==> config.mk <==
export PLATFORM = sky130hd
export DESIGN_NAME = rdo_top
export DESIGN_NICKNAME = d
export VERILOG_FILES = /design/src/rtl/rdo_pkg.sv /design/src/rtl/rdo_sync.sv /design/src/rtl/rdo_req_filter.sv /design/src/rtl/rdo_shifter.sv /design/src/rtl/rdo_top.sv
export SDC_FILE = /design/constraint.sdc
export NUM_CORES = 1
export LEC_CHECK = 0
export ABC_CLOCK_PERIOD_IN_PS = 2200
export BUFFER_PORTS_ARGS = -buffer_cell sky130_fd_sc_hd__buf_4
export CORE_AREA = 5 5 72 74
export CTS_CLUSTER_DIAMETER = 100
export DETAILED_ROUTE_END_ITERATION = 10
export DIE_AREA = 0 0 77 79
export GPL_ROUTABILITY_DRIVEN = 0
export PLACE_DENSITY = 0.63
export SLEW_MARGIN = 40
export SYNTH_ARGS = -nofsm -noshare
export SYNTH_HDL_FRONTEND = slang
export SYNTH_SLANG_ARGS = --single-unit
==> constraint.sdc <==
create_clock -name clk -period 2.2 [get_ports clk]
set_input_delay 0.44 -clock clk [delete_from_list [all_inputs] [get_ports clk]]
set_output_delay 0.44 -clock clk [all_outputs]
set_load 0.01 [all_outputs]
==> src/rtl/rdo_pkg.sv <==
package rdo_pkg;
   typedef enum logic [1:0] {
      ST_IDLE  = 2'd0,
      ST_ACQ   = 2'd1,
      ST_READY = 2'd2,
      ST_SETUP = 2'd3
   } rdo_state_e;
endpackage

==> src/rtl/rdo_sync.sv <==
module rdo_sync #(
   parameter int WIDTH  = 1,
   parameter int STAGES = 2,
   parameter logic [WIDTH-1:0] RST_VAL = '0
) (
   input  logic             clk,
   input  logic             rst_n,
   input  logic [WIDTH-1:0] d,
   output logic [WIDTH-1:0] q
);
   if (STAGES < 2) begin : g_bad_stages
      $error("rdo_sync: STAGES must be at least 2");
   end
   if (WIDTH < 1) begin : g_bad_width
      $error("rdo_sync: WIDTH must be at least 1");
   end

   logic [WIDTH-1:0] chain [STAGES];

   for (genvar s = 0; s < STAGES; s++) begin : g_stage
      if (s == 0) begin : g_first
         always_ff @(posedge clk or negedge rst_n) begin
            if (!rst_n) chain[s] <= RST_VAL;
            else        chain[s] <= d;
         end
      end else begin : g_next
         always_ff @(posedge clk or negedge rst_n) begin
            if (!rst_n) chain[s] <= RST_VAL;
            else        chain[s] <= chain[s-1];
         end
      end
   end

   assign q = chain[STAGES-1];
endmodule

==> src/rtl/rdo_req_filter.sv <==
module rdo_req_filter #(
   parameter int MIN_TICKS = 30
) (
   input  logic clk,
   input  logic rst_n,
   input  logic tick,
   input  logic req_low,
   output logic valid
);
   localparam int CNT_W = $clog2(MIN_TICKS + 1);

   if (MIN_TICKS < 1) begin : g_bad_min
      $error("rdo_req_filter: MIN_TICKS must be at least 1");
   end

   logic [CNT_W-1:0] cnt_q;
   logic             fired_q;

   always_ff @(posedge clk or negedge rst_n) begin
      if (!rst_n) begin
         cnt_q   <= '0;
         fired_q <= 1'b0;
         valid   <= 1'b0;
      end else begin
         valid <= 1'b0;
         if (!req_low) begin
            cnt_q   <= '0;
            fired_q <= 1'b0;
         end else if (tick && !fired_q) begin
            if (cnt_q == CNT_W'(MIN_TICKS - 1)) begin
               fired_q <= 1'b1;
               valid   <= 1'b1;
            end else begin
               cnt_q <= cnt_q + 1'b1;
            end
         end
      end
   end

   // a qualification pulse only follows a low request level
   p_valid_low_r2: assert property (@(posedge clk) disable iff (!rst_n)
      valid |-> $past(req_low));
   // never two qualifications back to back
   p_valid_single_r3: assert property (@(posedge clk) disable iff (!rst_n)
      valid |=> !valid);
endmodule

==> src/rtl/rdo_shifter.sv <==
module rdo_shifter #(
   parameter int RES_W  = 16,
   parameter int BYTE_W = 8
) (
   input  logic             clk,
   input  logic             rst_n,
   input  logic             sck_s,
   input  logic             idle_high,
   input  logic             active,
   input  logic [RES_W-1:0] data,
   output logic             sdo,
   output logic             done
);
   localparam int NBYTES = RES_W / BYTE_W;
   localparam int BYI_W  = (NBYTES > 1) ? $clog2(NBYTES) : 1;
   localparam int BIT_W  = $clog2(BYTE_W + 1);
   localparam int IDX_W  = (RES_W > 1) ? $clog2(RES_W) : 1;

   if (RES_W % BYTE_W != 0) begin : g_bad_div
      $error("rdo_shifter: RES_W must be a multiple of BYTE_W");
   end
   if (NBYTES < 2) begin : g_bad_bytes
      $error("rdo_shifter: at least two bytes per result");
   end

   logic             sck_d;
   logic             rise, fall, launch, sample;
   logic [BYI_W-1:0] byte_idx;
   logic [BIT_W-1:0] bit_idx;
   logic [31:0]      launched;
   logic [31:0]      pos;
   logic             last_bit;

   always_ff @(posedge clk or negedge rst_n) begin
      if (!rst_n) sck_d <= 1'b0;
      else        sck_d <= sck_s;
   end

   assign rise = sck_s & ~sck_d;
   assign fall = ~sck_s & sck_d;

   // polarity variant: the launch edge is the one leaving the idle level
   always_comb begin
      if (idle_high) begin
         launch = fall;
         sample = rise;
      end else begin
         launch = rise;
         sample = fall;
      end
   end

   assign last_bit = (byte_idx == BYI_W'(NBYTES - 1)) &&
                     (bit_idx == BIT_W'(BYTE_W));

   always_ff @(posedge clk or negedge rst_n) begin
      if (!rst_n) begin
         byte_idx <= '0;
         bit_idx  <= '0;
         done     <= 1'b0;
      end else begin
         done <= 1'b0;
         if (!active) begin
            byte_idx <= '0;
            bit_idx  <= '0;
         end else if (launch && !last_bit) begin
            if (bit_idx == BIT_W'(BYTE_W)) begin
               byte_idx <= byte_idx + 1'b1;
               bit_idx  <= BIT_W'(1);
            end else begin
               bit_idx <= bit_idx + 1'b1;
            end
         end else if (sample && last_bit) begin
            done <= 1'b1;
         end
      end
   end

   always_comb begin
      launched = 32'(byte_idx) * BYTE_W + 32'(bit_idx);
      if (launched == 32'd0) pos = RES_W - 1;
      else                   pos = RES_W - launched;
      sdo = data[pos[IDX_W-1:0]];
   end

   // never more bits launched than the result holds
   p_bits_bounded_r8: assert property (@(posedge clk) disable iff (!rst_n)
      launched <= RES_W);
   // a launch at a full byte starts the next byte at its first bit
   p_byte_wrap_r6: assert property (@(posedge clk) disable iff (!rst_n)
      (active && launch && !last_bit && bit_idx == BIT_W'(BYTE_W)) |=>
      (bit_idx == BIT_W'(1) || !active));
   // counters stay cleared while no result waits
   p_idle_clear_r10: assert property (@(posedge clk) disable iff (!rst_n)
      (!active && $past(!active)) |-> (launched == 32'd0));
endmodule

==> src/rtl/rdo_top.sv <==
module rdo_top #(
   parameter int RES_W         = 16,
   parameter int BYTE_W        = 8,
   parameter int REQ_MIN_TICKS = 30,
   parameter int SYNC_STAGES   = 2
) (
   input  logic             clk,
   input  logic             rst_n,
   input  logic             tick_us,
   input  logic             req_n,
   input  logic             sck,
   input  logic             sck_idle_high,
   output logic             acq_start,
   input  logic             acq_done,
   input  logic [RES_W-1:0] acq_data,
   output logic             drdy_n_o,
   output logic             drdy_oe,
   output logic             sdo_o,
   output logic             sdo_oe,
   output logic             setup_flag
);
   import rdo_pkg::*;

   if (RES_W != 2 * BYTE_W) begin : g_bad_frame
      $error("rdo_top: result framing expects exactly two bytes");
   end

   logic             req_n_s, sck_s, req_low, req_valid, shift_done, sdo_raw;
   logic [RES_W-1:0] res_q;
   rdo_state_e       state, state_nx;

   rdo_sync #(.WIDTH(1), .STAGES(SYNC_STAGES), .RST_VAL(1'b1)) u_req_sync (
      .clk(clk), .rst_n(rst_n), .d(req_n), .q(req_n_s));

   rdo_sync #(.WIDTH(1), .STAGES(SYNC_STAGES), .RST_VAL(1'b0)) u_sck_sync (
      .clk(clk), .rst_n(rst_n), .d(sck), .q(sck_s));

   assign req_low = ~req_n_s;

   rdo_req_filter #(.MIN_TICKS(REQ_MIN_TICKS)) u_filter (
      .clk(clk), .rst_n(rst_n), .tick(tick_us),
      .req_low(req_low), .valid(req_valid));

   rdo_shifter #(.RES_W(RES_W), .BYTE_W(BYTE_W)) u_shift (
      .clk(clk), .rst_n(rst_n), .sck_s(sck_s), .idle_high(sck_idle_high),
      .active(state == ST_READY), .data(res_q), .sdo(sdo_raw),
      .done(shift_done));

   always_comb begin
      state_nx = state;
      unique case (state)
         ST_IDLE:  if (req_valid) state_nx = ST_ACQ;
         ST_ACQ:   if (acq_done)  state_nx = req_low ? ST_SETUP : ST_READY;
         ST_READY: if (shift_done) state_nx = ST_IDLE;
         ST_SETUP: if (!req_low)  state_nx = ST_IDLE;
         default:  state_nx = ST_IDLE;
      endcase
   end

   always_ff @(posedge clk or negedge rst_n) begin
      if (!rst_n) begin
         state     <= ST_IDLE;
         acq_start <= 1'b0;
         res_q     <= '0;
      end else begin
         state     <= state_nx;
         acq_start <= (state == ST_IDLE) && req_valid;
         if (state == ST_ACQ && acq_done && !req_low) res_q <= acq_data;
      end
   end

   assign drdy_oe    = (state == ST_READY);
   assign drdy_n_o   = ~drdy_oe;
   assign sdo_oe     = (state == ST_READY);
   assign sdo_o      = sdo_oe ? sdo_raw : 1'b0;
   assign setup_flag = (state == ST_SETUP);

   // start is a single-cycle pulse
   p_start_pulse_r3: assert property (@(posedge clk) disable iff (!rst_n)
      acq_start |=> !acq_start);
   // start only after a qualified request
   p_start_from_req_r3: assert property (@(posedge clk) disable iff (!rst_n)
      acq_start |-> $past(req_valid));
   // latched result is held through the whole transfer
   p_result_stable_r9: assert property (@(posedge clk) disable iff (!rst_n)
      (drdy_oe && $past(drdy_oe)) |-> $stable(res_q));
   // setup mode never offers data
   p_setup_float_r5: assert property (@(posedge clk) disable iff (!rst_n)
      setup_flag |-> (!drdy_oe && !sdo_oe));
   // ready is withdrawn only at the end of the last bit
   p_release_r8: assert property (@(posedge clk) disable iff (!rst_n)
      $fell(drdy_oe) |-> $past(shift_done));
endmodule

**After elaboration in Yosys (flattened, before gate mapping)**

Cells that the tools add are included.

- Word-level logic and storage cells: 84
- Register bits after elaboration: 37

- Muxes and demuxes: 30
- Magnitude comparators: 1
- Bitwise logic cells: 5
- Add/sub/neg operators: 5
- Equal/unequal tests: 12
- Reduce and logical (&&, ||, !) cells: 17

Operator list:

| cell | number |
|---|---|
| $logic_not 32->1 | 1 |
| $mux 1 | 17 |
| $mux 4 | 4 |
| $mux 5 | 3 |
| $ne 2x1->1 const B | 5 |
| $mux 2 | 4 |
| $pmux 2 s4 | 1 |
| $logic_and 1x1->1 | 7 |
| $reduce_and 2->1 | 3 |
| $add 4x4->5 | 1 |
| $add 5x1->5 const B | 1 |
| $eq 5x5->1 const B | 1 |
| $lt 4x5->1 const B | 1 |
| $add 4x1->4 const B | 1 |
| $bmux 1 s4 | 1 |
| $eq 2x2->1 const B | 2 |
| $eq 4x4->1 const B | 1 |
| $ne 2x2->1 const B | 2 |
| $reduce_and 4->1 | 1 |
| $reduce_bool 2->1 | 2 |
| $sub 1x4->4 const A | 1 |
| $not 1->1 | 3 |
| $and 1x1->1 | 2 |
| $eq 2x1->1 const B | 1 |
| other kinds (3) | 4 |

**Longest topological paths before layout**

Gate-level depths: netlist of the first run.

- Depth in word-level cells: 7
- Gate-level depth with buffers: 7
- Mapped depth without buffers: 7

**Modules after synthesis**

A second synthesis of the first run with hierarchy kept.

- Cells, all modules: 178
- Area total of the unflattened synthesis: 2020.7 um^2

Modules (own cells, without submodules):

| module | sequential area each (um^2) | area each (um^2) | cells an instance | instances |
|---|---|---|---|---|
| rdo_top | 475.5 | 803.3 | 49 | 1 |
| rdo_shifter | 175.2 | 733.2 | 91 | 1 |
| rdo_req_filter | 175.2 | 381.6 | 34 | 1 |
| rdo_sync at u_req_sync | 52.6 | 52.6 | 2 | 1 |
| rdo_sync at u_sck_sync | 50.0 | 50.0 | 2 | 1 |

**Worst setup path before layout of the first run**

Ideal clock, no wire load.

- Path kind: reg2out
- Start: register u_shift.bit_idx[0]
- End: output port sdo_o
- Cell stages (with the launch flop): 8
- Data required time: 1.760 ns
- Arrival: 1.902 ns
- Buffers on the path: 0
- Setup slack: -0.142 ns
- Cell sequence: dfrtp_1 inv_1 ha_1 nor4b_4 or2_4 o221a_1 o21a_1 o311a_1

- Word-level cells in the longest chain between the ends: 6
- Elaborated cells on any way between the ends: 7
- Classes of those cells: add/sub (2); mux (4); reduce/logical (1)

RTL lines:

| what | line | source |
|---|---|---|
| start, declared | rdo_shifter.sv:29 | `logic [BIT_W-1:0] bit_idx;` |
| start signal, assigned | rdo_shifter.sv:71 | `bit_idx <= bit_idx + 1'b1;` |
| $add 4x4->5 (*) | rdo_shifter.sv:80 | `launched = 32'(byte_idx) * BYTE_W + 32'(bit_idx);` |
| $sub 1x4->4 or $logic_not 32->1 (tied branches) | rdo_shifter.sv:82, rdo_shifter.sv:81 |  |
| $mux 4 (*) | rdo_shifter.sv:81 | `if (launched == 32'd0) pos = RES_W - 1;` |
| $bmux 1 s4 (*) | rdo_shifter.sv:83 | `sdo = data[pos[IDX_W-1:0]];` |
| $mux 1 (implied by the code) (*) | rdo_shifter.sv:83 |  |
| $mux 1 (*) | rdo_top.sv:75 | `assign sdo_o = sdo_oe ? sdo_raw : 1'b0;` |
| end, declared | rdo_top.sv:18 | `output logic sdo_o,` |

Mark *: on every way between the ends. The rest lies on a longest branch, timed or not. The select of a mux whose other input is x is not followed.

**Worst setup path after layout of the first run**

- Start: register u_shift.bit_idx[3]
- End: output port sdo_o

Same word-level chain as after synthesis.

==> results.md, run 1 <==
- Tmin final: 2.55 ns
- Worst hold path type: input port to async pin
- Area growth syn-to-layout: 26.3%
- Main combinational cell family by area after synthesis: simple AND/OR/NAND/NOR gates
- CP Launch Type: flip-flop
- Wire per inst: 14.8 µm
- Post-Syn Nets: around 200
- Hold buffers post-CTS: 0
- CTS tree: yes
- Status: complete, but fails checks
- PD cells: 1010 mW/mm²
- Initial DRC Count: 62
- Post-synthesis sequential element count: 37
- Via density per instance: roughly 5.2
- Cell Area, Synth: around 0.0019 mm²
- N_diodes: 0
- Syn Inst Count: 174
- RSZ-0062 raised after global routing: true
- Dpl cell area: 0.00225 mm²
- Final hold violations: 0
- Fillers: 389
- Tot Pwr: 2.44 mW
- R2R Setup Slk: 0.47 ns
- Die H: 79 µm
- Register area: 928 µm²
- Cell Rows: 25
- Top cell type by total area after synthesis: dfrtp_1
- Max-slew violations: 0
- Grt total ovfl: 0
- GRT Overall Usage: 13.8%
- CTS Buffer Depth: 2
- Max cap viols: 0
- Count leader, synth: dfrtp_1
- Top cells by area, synth: dfrtp_1 (46%), mux2_4 (7.8%), mux2_2 (4.1%)
- Pre-CTS setup slack: -0.155 ns
- Worst Max-Slew Pin Slew: 0.471 ns
- Max Fclk: 392 MHz
- Io pins: 29
- Clock Sinks: 37
- Setup Crit Path Kind: flip-flop to output port
- CP startpoint: u_shift.bit_idx[3]$_DFFE_PN0P_
- Core area: around 0.0045 mm²
- Initial antenna violation count: 0
- Final wirelength: 4000 µm
- TNS Setup: -0.353 ns
- Total number of vias: 1421
- Worst-path clk slew: 0.07 ns
- Non-filler cells in the finished layout: between 200 and 300
- Crit path capture type: output port
- Die width: between 70 and 80 µm
- PortBufs: 28
- Share of the synthesized area in the top cell type: 45.6%
- Worst rel slew slack: 68.6%
- Vias in the first global route: 1431
- Layout Nets: 244
- Largest net degree at the start of global routing: 38
- FFs w/ async S/R, synth: between 90% and 100%
- Layout cells sized above 1: 36.4%
- H-Tree Depth: 2
- Skew-Pair Late Insertion Delay: between 0.2 and 0.3 ns
- Cts bufs inserted: 5
- Worst vdd ir: 0.000476 V
- # DRC: 0
- Synth Area in Simple Gates: 16.6%
- Post-Synth Adder-Cell Area: 3.26%
- Synth Area per Inst: approximately 11 µm²
- Post-synthesis mux area share: approximately 12%
- Critical-path maximum fanout: 4
- Cells after DPL: ~260
- First-pass GRT wire length: ~6600 µm
- Hold WS: 0.102 ns
- DIE AREA: 0.00608 mm²
- Setup violations, final: 1
- Failing checks: setup timing
- Worst-case reg-to-reg path depth: 4
- Number of synthesized flops with an enable pin: 0
- Root Driver: clkbuf_8
- Post-route setup slack: -0.353 ns
- Area taken by multi-input logic gates: ~950 µm²
- DRT antenna net count: 0
- Netlist cell types: between 40 and 50
- Compound-Gate Fraction of Synth Area: 13.6%
- Initial Utilization: 42.3%
- FF-to-FF Start: u_req_sync.q$_DFF_PN1_
- Final period utilization: 116%
- Reg2reg end: res_q[6]$_DFFE_PN0P_
- CP arrival: 2.11 ns
- Yosys warns: 0
- Post-Synth XOR/XNOR Area: 1.37%
- Postcts setup bufs: 0
- Worst Skew: 0.00349 ns
- Pre-antenna DRT Iters: 4
- Leakage power: 1.17 nW
- Seq/Total Area, Yosys: approximately half
- Synth cell count leaders: dfrtp_1 (35), nand2_1 (12), nor2_1 (11), a21oi_1 (10), mux2_4 (10)
- Dpl hpwl: 2970 µm
- Post-layout util: roughly 53%
- Top FF cell, synth: dfrtp_1
- Post-route cell area: ~0.0024 mm²
- CP Data Required Time: 1.76 ns
## sequential cells by signal, summed over array words and instances (netlist names)
| signal | cells |
|---|---|
| u_shift.byte_idx | 1 |
| u_shift.bit_idx | 4 |
| u_filter.valid | 1 |
| u_filter.cnt_q | 5 |
| u_sck_sync.chain | 1 |
| u_req_sync.q | 1 |
| u_shift.sck_d | 1 |
| u_shift.done | 1 |
| u_req_sync.chain | 1 |
| u_sck_sync.q | 1 |
| u_filter.fired_q | 1 |
| state | 2 |
| res_q | 16 |
| acq_start | 1 |
## power by group
group	internal (mW)	switching, mW
logic	0.439	0.310
registers	0.862	0.136
clock network	0.450	0.245
## placed cells by master (no fill, tap or decap), drive strengths merged, types with 4 or more instances in the layout
master / synthesis / routed
buf: 7 / 43
dfrtp: 35 / 35
mux2: 17 / 17
nand2: 12 / 12
nor2: 11 / 11
a21oi: 10 / 10
o21ai: 9 / 9
nor2b: 7 / 7
inv: 6 / 6
nor3: 5 / 5
clkbuf: 1 / 5
ha: 5 / 5
nand2b: 4 / 4
nor3b: 4 / 4
## worst max-delay path by stage
| stage | to | slack, ns | depth (start not counted) |
|---|---|---|---|
| 2_1_floorplan | sdo_o | -0.09 | 7 |
| 3_3_place_gp | sdo_o | -0.11 | 8 |
| 3_5_place_dp | sdo_o | -0.15 | 8 |
| 4_1_cts | sdo_o | -0.36 | 7 |
| 5_1_grt | sdo_o | -0.45 | 7 |
| 6_report | sdo_o | -0.35 | 7 |
## layout make-up
cell class                 instances  area share (%)
tap                               54            2.79
clock inverter                     3            2.68
clock buffer                       5            2.84
multi-input combinational        123            39.0
timing repair buffer              43            13.5
inverter                           6           0.929
sequential                        37            38.3
## critical path: stages, from the launching register on
cell	delay (ns)
dfrtp_1	0.42
ha_4	0.31
nor4b_4	0.05
or2_4	0.25
o221a_1	0.20
o21a_1	0.16
o311a_1	0.31
buf_6	0.13
## kinds of logic (layout without fill, tap and decap cells)
| group | after synthesis | in the layout |
|---|---|---|
| mux | 18 | 18 |
| xor+xnor | 3 | 3 |
| simple gates | 57 | 57 |
| buf+inv | 14 | 57 |
| flops | 37 | 37 |
| compound gates | 40 | 40 |
| fa+ha+maj | 5 | 5 |
## what timing repair did
action                                  4_1_cts  5_1_grt
gates resized for setup                       3        6
gates cloned                                  0        0
pin swaps                                     4        1
endpoints found under the setup margin        1        1
hold endpoints to repair                      0        0
## routing by layer
metal / GRT usage (%) / vias to the layer above / part of all wire [%]
met5: 0 / - / 0
met4: 8.25 / 0 / 3.9
met3: 3.97 / 15 / 4.4
met2: 22.1 / 35 / 50
met1: 16.3 / 673 / 42
li1: - / 698 / -
Note: power is estimated with default switching activity, not from simulation.
==> run 2: changes to the inputs <==
- SKIP_CTS_REPAIR_TIMING: default -> 1
==> results.md, run 2 (synthesis results as in run 1) <==
- Status: complete, but fails checks
- Failing checks: setup timing
- Commonest non-fill, non-tap cell in the layout: buf_4
- Final wirelength: 4020 µm
- Reg2reg end: u_shift.bit_idx[3]$_DFFE_PN0P_
- CP peak stage delay: 0.42 ns
- Worst Max-Slew Pin Slew: 0.472 ns
- Io pins: 29
- Sw Share: 28.1%
- Largest register FFs: 16
- Initial Utilization: 42.3%
- Initial DRC Count: 76
- Dpl cell area: 0.00225 mm²
- Crit-path leading delay family: compound AO/OA/AOI/OAI gates
- Worst-case reg-to-reg path depth: 8
- CTS Buffer Depth: 2
- Max Fclk: 385 MHz
- Root Driver: clkbuf_8
- First-pass GRT wire length: 6610 µm
- Max-slew violations: 0
- Initial antenna violation count: 0
- Total number of vias: 1427
- DRT antenna net count: 0
- Post-route setup slack: -0.394 ns
- CP Launch Type: flip-flop
- Tmin final: 2.59 ns
- Final period utilization: 118%
- Max cap viols: 0
- Layout Nets: 244
- PortBufs: 28
- Worst hold path type: input port to async pin
- CP Data Required Time: around 1.8 ns
- Setup violations, final: 1
- Worst vdd ir: 0.000478 V
- Cell Rows: 25
- Post-route cell area: 0.00242 mm²
- Fillers: approximately 390
- Tot Pwr: 2.43 mW
- TNS Setup: -0.394 ns
- Worst-path clk slew: about 0.07 ns
- Most frequent cells in the layout: buf_4 (42), dfrtp_1 (35), nand2_1 (12)
- Skew-Pair Late Insertion Delay: 0.28 ns
- N_diodes: 0
- RSZ-0062 raised after global routing: true
- R2R Setup Slk: 0.46 ns
- P_sw: 683 µW
- Crit path capture type: output port
- Largest net degree at the start of global routing: 38
- Wire per inst: 14.8 µm
- Leakage power: 1.18 nW
- CP startpoint: u_shift.bit_idx[3]$_DFFE_PN0P_
- Reg power frac: 40.9%
- Die width: 77 µm
- CTS tree: yes
- Vias in the first global route: 1432
- Crit path buffers/inverters: 1
- Core area: between 0.004 and 0.005 mm²
- H-Tree Depth: 2
- Final hold violations: 0
- Internal power: between 1.5 and 2 mW
- Logic pwr share: 30.6%
- Die H: 79 µm
- Critical-path top delay cell: dfrtp_1
- GRT Overall Usage: between 10 and 15%
- FF-to-FF Start: u_shift.bit_idx[0]$_DFFE_PN0P_
- Pre-CTS setup slack: -0.155 ns
- Largest regs: res_q (16), u_filter.cnt_q (5), u_shift.bit_idx (4)
- Cts bufs inserted: 5
- CP arrival: 2.15 ns
- Critical-path maximum fanout: 4
- Worst-path cell chain: ha_4 > nor4b_4 > or2_4 > o221a_1 > o21a_1 > o311a_1 > buf_6
- Area growth syn-to-layout: 26.3%
- DIE AREA: 0.00608 mm²
- Layout cells sized above 1: 35.9%
- Clock power share: 28.6%
- Worst Skew: 0.00342 ns
- Setup Crit Path Kind: flip-flop to output port
- Pre-antenna DRT Iters: 4
- # DRC: 0
- Clock Sinks: 37
- Top reg by flops: res_q
- Worst rel slew slack: about 69%
- Dpl hpwl: 2970 µm
- PD cells: 1000 mW/mm²
- Grt total ovfl: 0
- Via density per instance: about 5.3
run 2: worst max-delay path by stage:
stage                        to  slack, ns  cells past startpoint
after global placement    sdo_o      -0.11                      8
final                     sdo_o      -0.39                      7
after CTS                 sdo_o      -0.49                      8
after global routing      sdo_o      -0.48                      7
after detailed placement  sdo_o      -0.15                      8
after floorplan           sdo_o      -0.09                      7
run 2: layer usage:
metal | wire length, µm | global-route usage (%) | up-vias
met1 | 1720 | 16.4 | 684
met5 | 0 | 0 | -
met3 | 149 | 4.08 | 15
met4 | 157 | 8.59 | 0
met2 | 1990 | 21.8 | 30
li1 | - | - | 698
run 2: final cells by class:
cell class,instances,area [µm²],share of cell area [%]
Multi-Input combinational cell,123,946,39.0
Clock buffer,5,68.8,2.84
Tap cell,54,67.6,2.79
Inverter,6,22.5,0.929
Sequential cell,37,928,38.3
Timing Repair Buffer,43,327,13.5
Clock inverter,3,65.1,2.68
run 2: power by group through the flow:
stage | registers [mW] | logic [mW] | clock network (mW)
global placement | 0.999 | 0.699 | 0
finish | 0.993 | 0.743 | 0.695
floorplan | 0.955 | 0.513 | 0
CTS | 0.992 | 0.727 | 0.717
detailed placement | 1.00 | 0.723 | 0
global route | 1.01 | 0.812 | 0.740
run 2: metrics by stage:
stage	util, %	std cells	hold WS, ns
2_1_floorplan	-	174	0.144
3_5_place_dp	49.6	263	0.343
5_1_grt	53.5	271	0.138
6_report	53.5	271	0.103
4_1_cts	52.6	271	0.118
3_3_place_gp	49.6	263	0.336
run 2: worst register-to-register path: cells and delay by family (launching register included):
kind,cells,cell delay [ns]
compound gates,2,0.36
fa+ha+maj,1,0.18
buf+inv,2,0.28
flops,1,0.38
simple gates,3,0.42
==> run 3: changes to the inputs <==
- CORE_AREA: 5 5 72 74 -> 5 5 56 95
- DIE_AREA: 0 0 77 79 -> 0 0 61 100
==> results.md, run 3 (synthesis results as in run 1) <==
- Status: complete, but fails checks
- Failing checks: setup timing
- Initial antenna violation count: 0
- H-Tree Depth: 2
- Layout cells sized above 1: 35.5%
- CP Launch Type: flip-flop
- Max cap viols: 0
- Die H: ~100 µm
- Skew-Pair Late Insertion Delay: approximately 0.28 ns
- Via density per instance: 5.42
- Top layer in use: met4
- N_diodes: 0
- Max-slew violations: 0
- Core area: 0.00440 mm²
- Final hold violations: 0
- Setup violations, final: 1
- PortBufs: 28
- Clock Sinks: 37
- Leakage power: roughly 1.2 nW
- CP Data Required Time: around 1.8 ns
- Pre-antenna DRT Iters: 5
- Worst rel slew slack: 68.9%
- CTS Buffer Depth: 2
- Root Driver: clkbuf_8
- Vias in the first global route: between 1500 and 2000
- Max Fclk: 389 MHz
- Critical-path maximum fanout: 4
- Largest net degree at the start of global routing: 38
- Setup Crit Path Kind: flip-flop to output port
- Worst Max-Slew Pin Slew: 0.466 ns
- Grt total ovfl: 0
- Tmin final: between 2 and 3 ns
- Worst vdd ir: 0.00110 V
- CP startpoint: u_shift.bit_idx[3]$_DFFE_PN0P_
- RSZ-0062 raised after global routing: true
- Wire per inst: 14.7 µm
- TNS Setup: -0.373 ns
- CP arrival: 2.13 ns
- Cells after DPL: between 200 and 300
- Layout Nets: about 240
- Hold WS: roughly 0.11 ns
- Worst-case reg-to-reg path depth: 4
- R2R Setup Slk: 0.47 ns
- Cts bufs inserted: 5
- # DRC: 0
- Fillers: between 400 and 500
- Initial Utilization: 43.6%
- CTS tree: yes
- Non-filler cells in the finished layout: 268
- DR WL met2: around 2200 µm
- Crit path capture type: output port
- Commonest non-fill, non-tap cell in the layout: buf_4
- Worst Skew: ~0.0058 ns
- Largest register FFs: 16
- Worst-path clk slew: approximately 0.080 ns
- Worst hold path type: input port to async pin
- Cell Rows: 32
- FF-to-FF Start: u_req_sync.q$_DFF_PN1_
- WL met3: 206 µm
- Top reg by flops: res_q
- DRT antenna net count: 0
- Met1 WL: 1490 µm
- Initial DRC Count: between 60 and 70
- Io pins: 29
- Final wirelength: 3950 µm
- PD cells: 998 mW/mm²
- Most frequent cells in the layout: buf_4 (42), dfrtp_1 (35), nand2_1 (12)
- Total number of vias: 1453
- First-pass GRT wire length: between 6000 and 7000 µm
- Final period utilization: 117%
- Post-route setup slack: -0.373 ns
- Die width: 61 µm
- Area growth syn-to-layout: 25.6%
- DIE AREA: 0.00610 mm²
- Largest regs: res_q (16), u_filter.cnt_q (5), u_shift.bit_idx (4)
- GRT Overall Usage: between 10 and 15%
- Dpl hpwl: 3090 µm
==> run 3: cell counts in the layout (fill, tap and decap cells not counted) <==
Identical to the previous run, type by type.
==> run 3: where the power goes <==
part	total (mW)	switching, mW	internal, mW	leakage, nW
Clock	0.684	0.234	0.450	0.0681
Combinational	0.729	0.296	0.433	0.634
Sequential	0.992	0.131	0.861	0.467
==> run 3: layout make-up <==
cell class	count	area (µm²)	area share [%]
inverter	6	22.5	0.935
sequential	37	928	38.5
clock inverter	3	65.1	2.70
timing repair buffer	43	327	13.6
multi-input combinational	123	935	38.8
tap	51	63.8	2.65
clock buffer	5	68.8	2.86
==> run 3: critical path, stage by stage (launching register included) <==
cell and delay, ns:
dfrtp_1 0.41, ha_4 0.30, nor4b_4 0.05, or2_4 0.25, o221a_1 0.20, o21a_1 0.17
o311a_1 0.34, buf_6 0.13
==> run 3: per-stage QoR <==
step / util, % / power, mW / instance area [µm²] / setup slack [ns]
floorplan: - / 1.47 / 1920 / -0.0891
global placement: 51.0 / 1.70 / 2250 / -0.141
detailed placement: 51.0 / 1.73 / 2250 / -0.175
CTS: 54.0 / 2.43 / 2380 / -0.499
global route: 54.7 / 2.56 / 2410 / -0.439
finish: 54.7 / 2.41 / 2410 / -0.373
==> run 3: routing by layer <==
metal / track usage [%] / up-vias
met5: 0 / -
met4: 6.84 / 0
met3: 4.25 / 11
met2: 25.4 / 39
met1: 16.5 / 701
li1: - / 702
==> run 3: path summary, 6_finish.rpt <==
| kind | to |
|---|---|
| setup reg to reg | res_q[5]$_DFFE_PN0P_ |
| setup / recovery | sdo_o |
| min in group clk | u_sck_sync.chain[1]$_DFF_PN0_ |
| hold reg to reg | u_req_sync.q$_DFF_PN1_ |
| max in group asynchronous | u_req_sync.chain[1]$_DFF_PN1_ |
| hold / removal | res_q[14]$_DFFE_PN0P_ |
